## config.mk

```make
export PLATFORM = sky130hd
export DESIGN_NAME = csel_data_switch
export DESIGN_NICKNAME = d
export VERILOG_FILES = /design/src/rtl/csel_pkg.sv /design/src/rtl/csel_match.sv /design/src/rtl/csel_rom.sv /design/src/rtl/csel_capture.sv /design/src/rtl/csel_data_switch.sv
export SDC_FILE = /design/constraint.sdc
export NUM_CORES = 1
export LEC_CHECK = 0
export BUFFER_PORTS_ARGS = -buffer_cell sky130_fd_sc_hd__buf_2
export CAP_MARGIN = 20
export CORE_ASPECT_RATIO = 0.7
export CORE_MARGIN = 2
export CORE_UTILIZATION = 40
export CTS_BUF_LIST = sky130_fd_sc_hd__clkbuf_8 sky130_fd_sc_hd__clkbuf_16
export CTS_CLUSTER_DIAMETER = 150
export DETAILED_ROUTE_END_ITERATION = 10
export PLACE_DENSITY = 0.85
export SKIP_CTS_REPAIR_TIMING = 1
export SLEW_MARGIN = 10
export SYNTH_ARGS = -nofsm -noshare
export SYNTH_HDL_FRONTEND = slang
export SYNTH_SLANG_ARGS = --single-unit
```

## constraint.sdc

```tcl
create_clock -name clk -period 1.3 [get_ports clk]
set_input_delay 0 -clock clk [delete_from_list [all_inputs] [get_ports clk]]
set_output_delay 0 -clock clk [all_outputs]
set_load 0.01 [all_outputs]
```

## src/rtl/csel_pkg.sv

```systemverilog
package csel_pkg;
    localparam int ADDR_W  = 18;
    localparam int SEL_W   = 4;
    localparam int DATA_W  = 8;
    localparam int ROM_AW  = ADDR_W - SEL_W;
    localparam int MIX_W   = DATA_W - 2;

    function automatic logic [DATA_W-1:0] rom_pattern(input logic [ROM_AW-1:0] a);
        return a[DATA_W-1:0] ^ {a[ROM_AW-1 -: MIX_W], 2'b10};
    endfunction
endpackage

```

## src/rtl/csel_match.sv

```systemverilog
module csel_match
    import csel_pkg::*;
#(
    parameter logic [SEL_W-1:0] CHIP_ID = 4'h5
) (
    input  logic             clk,
    input  logic             rst_n,
    input  logic             fetch_stb,
    input  logic             pwr_down,
    input  logic [SEL_W-1:0] addr_hi,
    output logic             hit,
    output logic             sel_q
);
    typedef struct packed {
        logic sel;
    } match_st_t;

    match_st_t st_d, st_q;

    always_comb begin
        hit    = (addr_hi == CHIP_ID) && !pwr_down;
        st_d   = st_q;
        if (fetch_stb) st_d.sel = hit;
    end

    always_ff @(posedge clk or negedge rst_n) begin
        if (!rst_n) st_q <= '0;
        else        st_q <= st_d;
    end

    assign sel_q = st_q.sel;

    p_sel_hold_r5: assert property (@(posedge clk) disable iff (!rst_n)
        !fetch_stb |=> $stable(sel_q));
endmodule

```

## src/rtl/csel_rom.sv

```systemverilog
module csel_rom
    import csel_pkg::*;
(
    input  logic              clk,
    input  logic              rst_n,
    input  logic              rd_en,
    input  logic [ROM_AW-1:0] rd_addr,
    output logic [DATA_W-1:0] rd_data
);
    typedef struct packed {
        logic [DATA_W-1:0] data;
    } rom_st_t;

    rom_st_t st_d, st_q;

    always_comb begin
        st_d = st_q;
        if (rd_en) st_d.data = rom_pattern(rd_addr);
    end

    always_ff @(posedge clk or negedge rst_n) begin
        if (!rst_n) st_q <= '0;
        else        st_q <= st_d;
    end

    assign rd_data = st_q.data;

    p_idle_hold_r4: assert property (@(posedge clk) disable iff (!rst_n)
        !rd_en |=> $stable(rd_data));
endmodule

```

## src/rtl/csel_capture.sv

```systemverilog
module csel_capture
    import csel_pkg::*;
(
    input  logic              clk,
    input  logic              rst_n,
    input  logic              fetch_stb,
    input  logic [DATA_W-1:0] port_in,
    output logic [DATA_W-1:0] ext_data,
    output logic              vld
);
    typedef struct packed {
        logic [DATA_W-1:0] data;
        logic              vld;
    } cap_st_t;

    cap_st_t st_d, st_q;

    always_comb begin
        st_d     = st_q;
        st_d.vld = fetch_stb;
        if (fetch_stb) st_d.data = port_in;
    end

    always_ff @(posedge clk or negedge rst_n) begin
        if (!rst_n) st_q <= '0;
        else        st_q <= st_d;
    end

    assign ext_data = st_q.data;
    assign vld      = st_q.vld;

    p_vld_follows_r7: assert property (@(posedge clk) disable iff (!rst_n)
        fetch_stb |=> vld);
    p_vld_quiet_r7: assert property (@(posedge clk) disable iff (!rst_n)
        !fetch_stb |=> !vld);
endmodule

```

## src/rtl/csel_data_switch.sv

```systemverilog
module csel_data_switch
    import csel_pkg::*;
#(
    parameter logic [SEL_W-1:0] CHIP_ID = 4'h5
) (
    input  logic              clk,
    input  logic              rst_n,
    input  logic              pwr_down,
    input  logic              fetch_stb,
    input  logic [ADDR_W-1:0] addr,
    input  logic [DATA_W-1:0] port_in,
    output logic [DATA_W-1:0] port_out,
    output logic              port_oe,
    output logic              rd_en,
    output logic [DATA_W-1:0] byte_out,
    output logic              byte_vld
);
    logic              hit;
    logic              sel_q;
    logic [DATA_W-1:0] rom_data;
    logic [DATA_W-1:0] ext_data;

    csel_match #(.CHIP_ID(CHIP_ID)) u_match (
        .clk       (clk),
        .rst_n     (rst_n),
        .fetch_stb (fetch_stb),
        .pwr_down  (pwr_down),
        .addr_hi   (addr[ADDR_W-1 -: SEL_W]),
        .hit       (hit),
        .sel_q     (sel_q)
    );

    csel_rom u_rom (
        .clk     (clk),
        .rst_n   (rst_n),
        .rd_en   (rd_en),
        .rd_addr (addr[ROM_AW-1:0]),
        .rd_data (rom_data)
    );

    csel_capture u_cap (
        .clk       (clk),
        .rst_n     (rst_n),
        .fetch_stb (fetch_stb),
        .port_in   (port_in),
        .ext_data  (ext_data),
        .vld       (byte_vld)
    );

    always_comb begin
        rd_en    = fetch_stb && hit;
        port_oe  = sel_q && !pwr_down;
        byte_out = sel_q ? rom_data : ext_data;
        port_out = port_oe ? rom_data : '0;
    end

    p_rd_gate_r2: assert property (@(posedge clk) disable iff (!rst_n)
        rd_en |-> (fetch_stb && !pwr_down));
    p_hit_drives_r3: assert property (@(posedge clk) disable iff (!rst_n)
        rd_en |=> (pwr_down || port_oe));
    p_miss_input_r4: assert property (@(posedge clk) disable iff (!rst_n)
        (fetch_stb && !rd_en) |=> !port_oe);
    p_oe_off_pd_r6: assert property (@(posedge clk) disable iff (!rst_n)
        pwr_down |-> !port_oe);
    p_out_quiet_r8: assert property (@(posedge clk) disable iff (!rst_n)
        !port_oe |-> (port_out == '0));
endmodule

```

==> results by group <==
Worst setup path
  • Critical path class: flip-flop to output pin
  • Critical path arrival: approximately 1.3 ns
  • Max FO, Critical Path: 5
  • Max incr delay on CP: 0.41 ns
  • R2r setup slk: slightly below 0.5 ns
  • Startpoint type of the worst setup path: flip-flop
  • Worst EP required: between 1 and 1.5 ns
  • Crit. End Element: output pin
  • R2r endpoint: u_match.sel_q
  • Crit-path slowest cell: dfrtp_2
  • Worst r2r src: u_match.sel_q
  • Critical-path cell list: buf_6 > mux2_2 > buf_2
  • R2r worst-path depth: 2

Yosys
  • FF+latch count, synth: 18
  • Top cell type's share of synthesized area: 49.2%
  • EDFF count, synth: 0
  • Mapped Avg Cell Area: about 14 um2
  • Cells after Synth: 66
  • Top FF cell, synth: dfrtp_1
  • Yosys Warn Count: 0
  • Distinct cells, synth: 14
  • Most frequent cell after synthesis: dfrtp_1
  • Sequential fraction of the synthesis area: 49.2%
  • Syn_nets: between 90 and 100
  • Post-synth top cells: dfrtp_1, mux2_2, and2_1, mux2_4, xor2_1
  • Ys async rst share: between 90% and 100%
  • Syn Std Cell Area: 915 um2
  • Most area-hungry cell type in the Yosys netlist: dfrtp_1
  • Top area cells in the synthesized netlist: dfrtp_1, mux2_2, mux2_4, xor2_1, and2_1

Route
  • Antenna Nets Post-Route: 0
  • Avg WL per Cell: approximately 13 um
  • Drt pass-1 iters: 4
  • Post-DR vias/cell: between 4 and 5
  • Drt drc: 0
  • DR iter-0 viols: 14
  • Final WL: 2.09 mm
  • Via total after detailed routing: about 720

Global routing
  • Largest net degree at the start of global routing: 19
  • Grt met2 use: ~25%
  • First-pass GRT wire length: roughly 3 mm
  • Met1 Track Usage GR: about 22%
  • Vias in the first global route: a little under 700
  • Total track usage: about 16%
  • Initial antenna violation count: 0
  • GRT overflow: 0
  • Met3 capacity usage during global routing: under 10%
  • Global routing's busiest layer: met2

Clock tree
  • Clock root buffer master: clkbuf_8
  • H-tree depth: 1
  • Clk_lat worst skew: 0.24 ns
  • # clock sinks: 18
  • Max clock buf depth: 2
  • Clock slew at reported path FFs: 0.06 ns
  • CTS tree: yes
  • CTS Buf Count: 3

Pwr
  • PwrDens: 1000 nW/um2
  • Lkg Pwr: roughly 0.73 nW
  • Peak supply drop: between 0.3 and 0.4 mV

Hold path
  • Hold WC Path Type: input port to flip-flop
  • Worst hold stages: 2
  • Min-delay src: port_in[7]
  • Hold Path Sink: u_cap.ext_data[7]

STA
  • Slew headroom: between 70 and 80%
  • Achievable Freq: around 0.79 GHz
  • Part of the cycle the worst path needs: 97.5%
  • Setup violations, final: 0
  • RSZ-0062 raised after global routing: no
  • Hold slack final: -0.00754 ns
  • Final Hold Vio Count: 2
  • Fin. max-slew vios: 0
  • Worst slew pin tran: approximately 0.4 ns
  • Post-route minimum period: 1.27 ns
  • Fin Clk Skew: 0 ns
  • Worst setup margin: about 0.032 ns

Final layout
  • Share of layout cells above drive strength 1: between 60% and 70%
  • Filler cell count: ~180
  • Cell area after layout: 1360 um2
  • Area growth, synth to finish: 48.3%
  • Final nets: 161
  • Antenna cells: 0

Run
  • Max cap viols: 0

Floorplan
  • Die span in y: roughly 44 um
  • Die area: ~2700 um2
  • Core Rows: 14
  • Core Footprint: 2150 um2
  • Die W: ~61 um
  • Io pins: 49
  • Initial core utilization: 42.5%

Outcome
  • Failing checks: negative hold slack
  • Outcome: finished with violations

Placement
  • Gpl congestion: ~0.67
  • DP Worst Slack: -0.0152 ns
  • IO buf count: 48
  • Placed Area: ~1200 um2
  • Dpl hpwl: around 1.6 mm
[critical path: cells and delay by family (launching register included)]
| kind | cells | cell delay (ns) |
|---|---|---|
| flip-flops | 1 | 0.41 |
| multiplexers | 1 | 0.34 |
| buffers and inverters | 2 | 0.28 |
[layer usage]
metal	vias to the layer above	wire (um)
li1	348	-
met1	340	939
met2	35	989
met3	0	158
met4	0	0
met5	-	0
[cell families (layout without fill, tap and decap cells)]
kind of cell,count (synthesis),in the layout,synth area share [%]
flops,18,18,49.2
compound gates,1,1,0.547
simple gates,11,11,7.93
buf+inv,6,69,4.24
mux,24,24,32.3
xor+xnor,6,6,5.75
[how the worst max path moves through the flow]
stage | slack (ns) | depth (start not counted) | endpoint | start
4_1_cts | -0.26 | 4 | port_out[2] | u_match.sel_q
3_3_place_gp | 0.11 | 4 | port_out[2] | u_match.sel_q
3_5_place_dp | -0.02 | 4 | port_out[2] | u_match.sel_q
6_report | 0.03 | 3 | byte_out[3] | u_match.sel_q
5_1_grt | 0.0004 | 3 | byte_out[3] | u_match.sel_q
2_1_floorplan | 0.20 | 4 | port_out[0] | u_match.sel_q
[sequential cells by signal, indices dropped and copies added (netlist names)]
register / flops
u_cap.ext_data: 8
u_cap.vld: 1
u_rom.rd_data: 8
u_match.sel_q: 1
[power by group]
| part | switching, mW | internal (mW) |
|---|---|---|
| Clock | 0.161 | 0.205 |
| Combinational | 0.107 | 0.195 |
| Sequential | 0.0501 | 0.642 |
| Total | 0.318 | 1.04 |
[stage by stage]
| stage | utilization [%] | power [mW] | instances | TNS, ns | hold slack, ns |
|---|---|---|---|---|---|
| detailed placement | 55.6 | 0.980 | 147 | -0.0350 | -0.0525 |
| global route | 63.0 | 1.44 | 161 | 0 | 0.000373 |
| global placement | 55.6 | 0.969 | 147 | 0 | -0.0619 |
| finish | 63.0 | 1.36 | 161 | 0 | -0.00754 |
| floorplan | - | 0.860 | 66 | 0 | -0.296 |
| CTS | 57.5 | 1.35 | 150 | -2.18 | -0.314 |
[cell type report]
type                    count  area, um2  area share, %
inverters                   3       11.3          0.830
repair buffers             63        379           28.0
multi-input cells          42        433           31.9
clock buffers               3       41.3           3.04
well taps                  32       40.0           2.95
flip-flops and latches     18        452           33.3
[cells in the final DEF (no fill, tap or decap)]
master         instances
clkbuf_8               3
o21ai_0                1
mux2i_1                1
buf_4                  5
xor2_1                 6
dfrtp_2                1
and4bb_1               1
nand3b_1               1
mux2_2                16
buf_6                  1
dlygate4sd3_1          9
and2_1                 7
mux2_4                 7
dfrtp_1               17
nor3_1                 1
buf_2                 48
nor2_4                 1
inv_1                  3
Power figures use the tool's default switching activity.
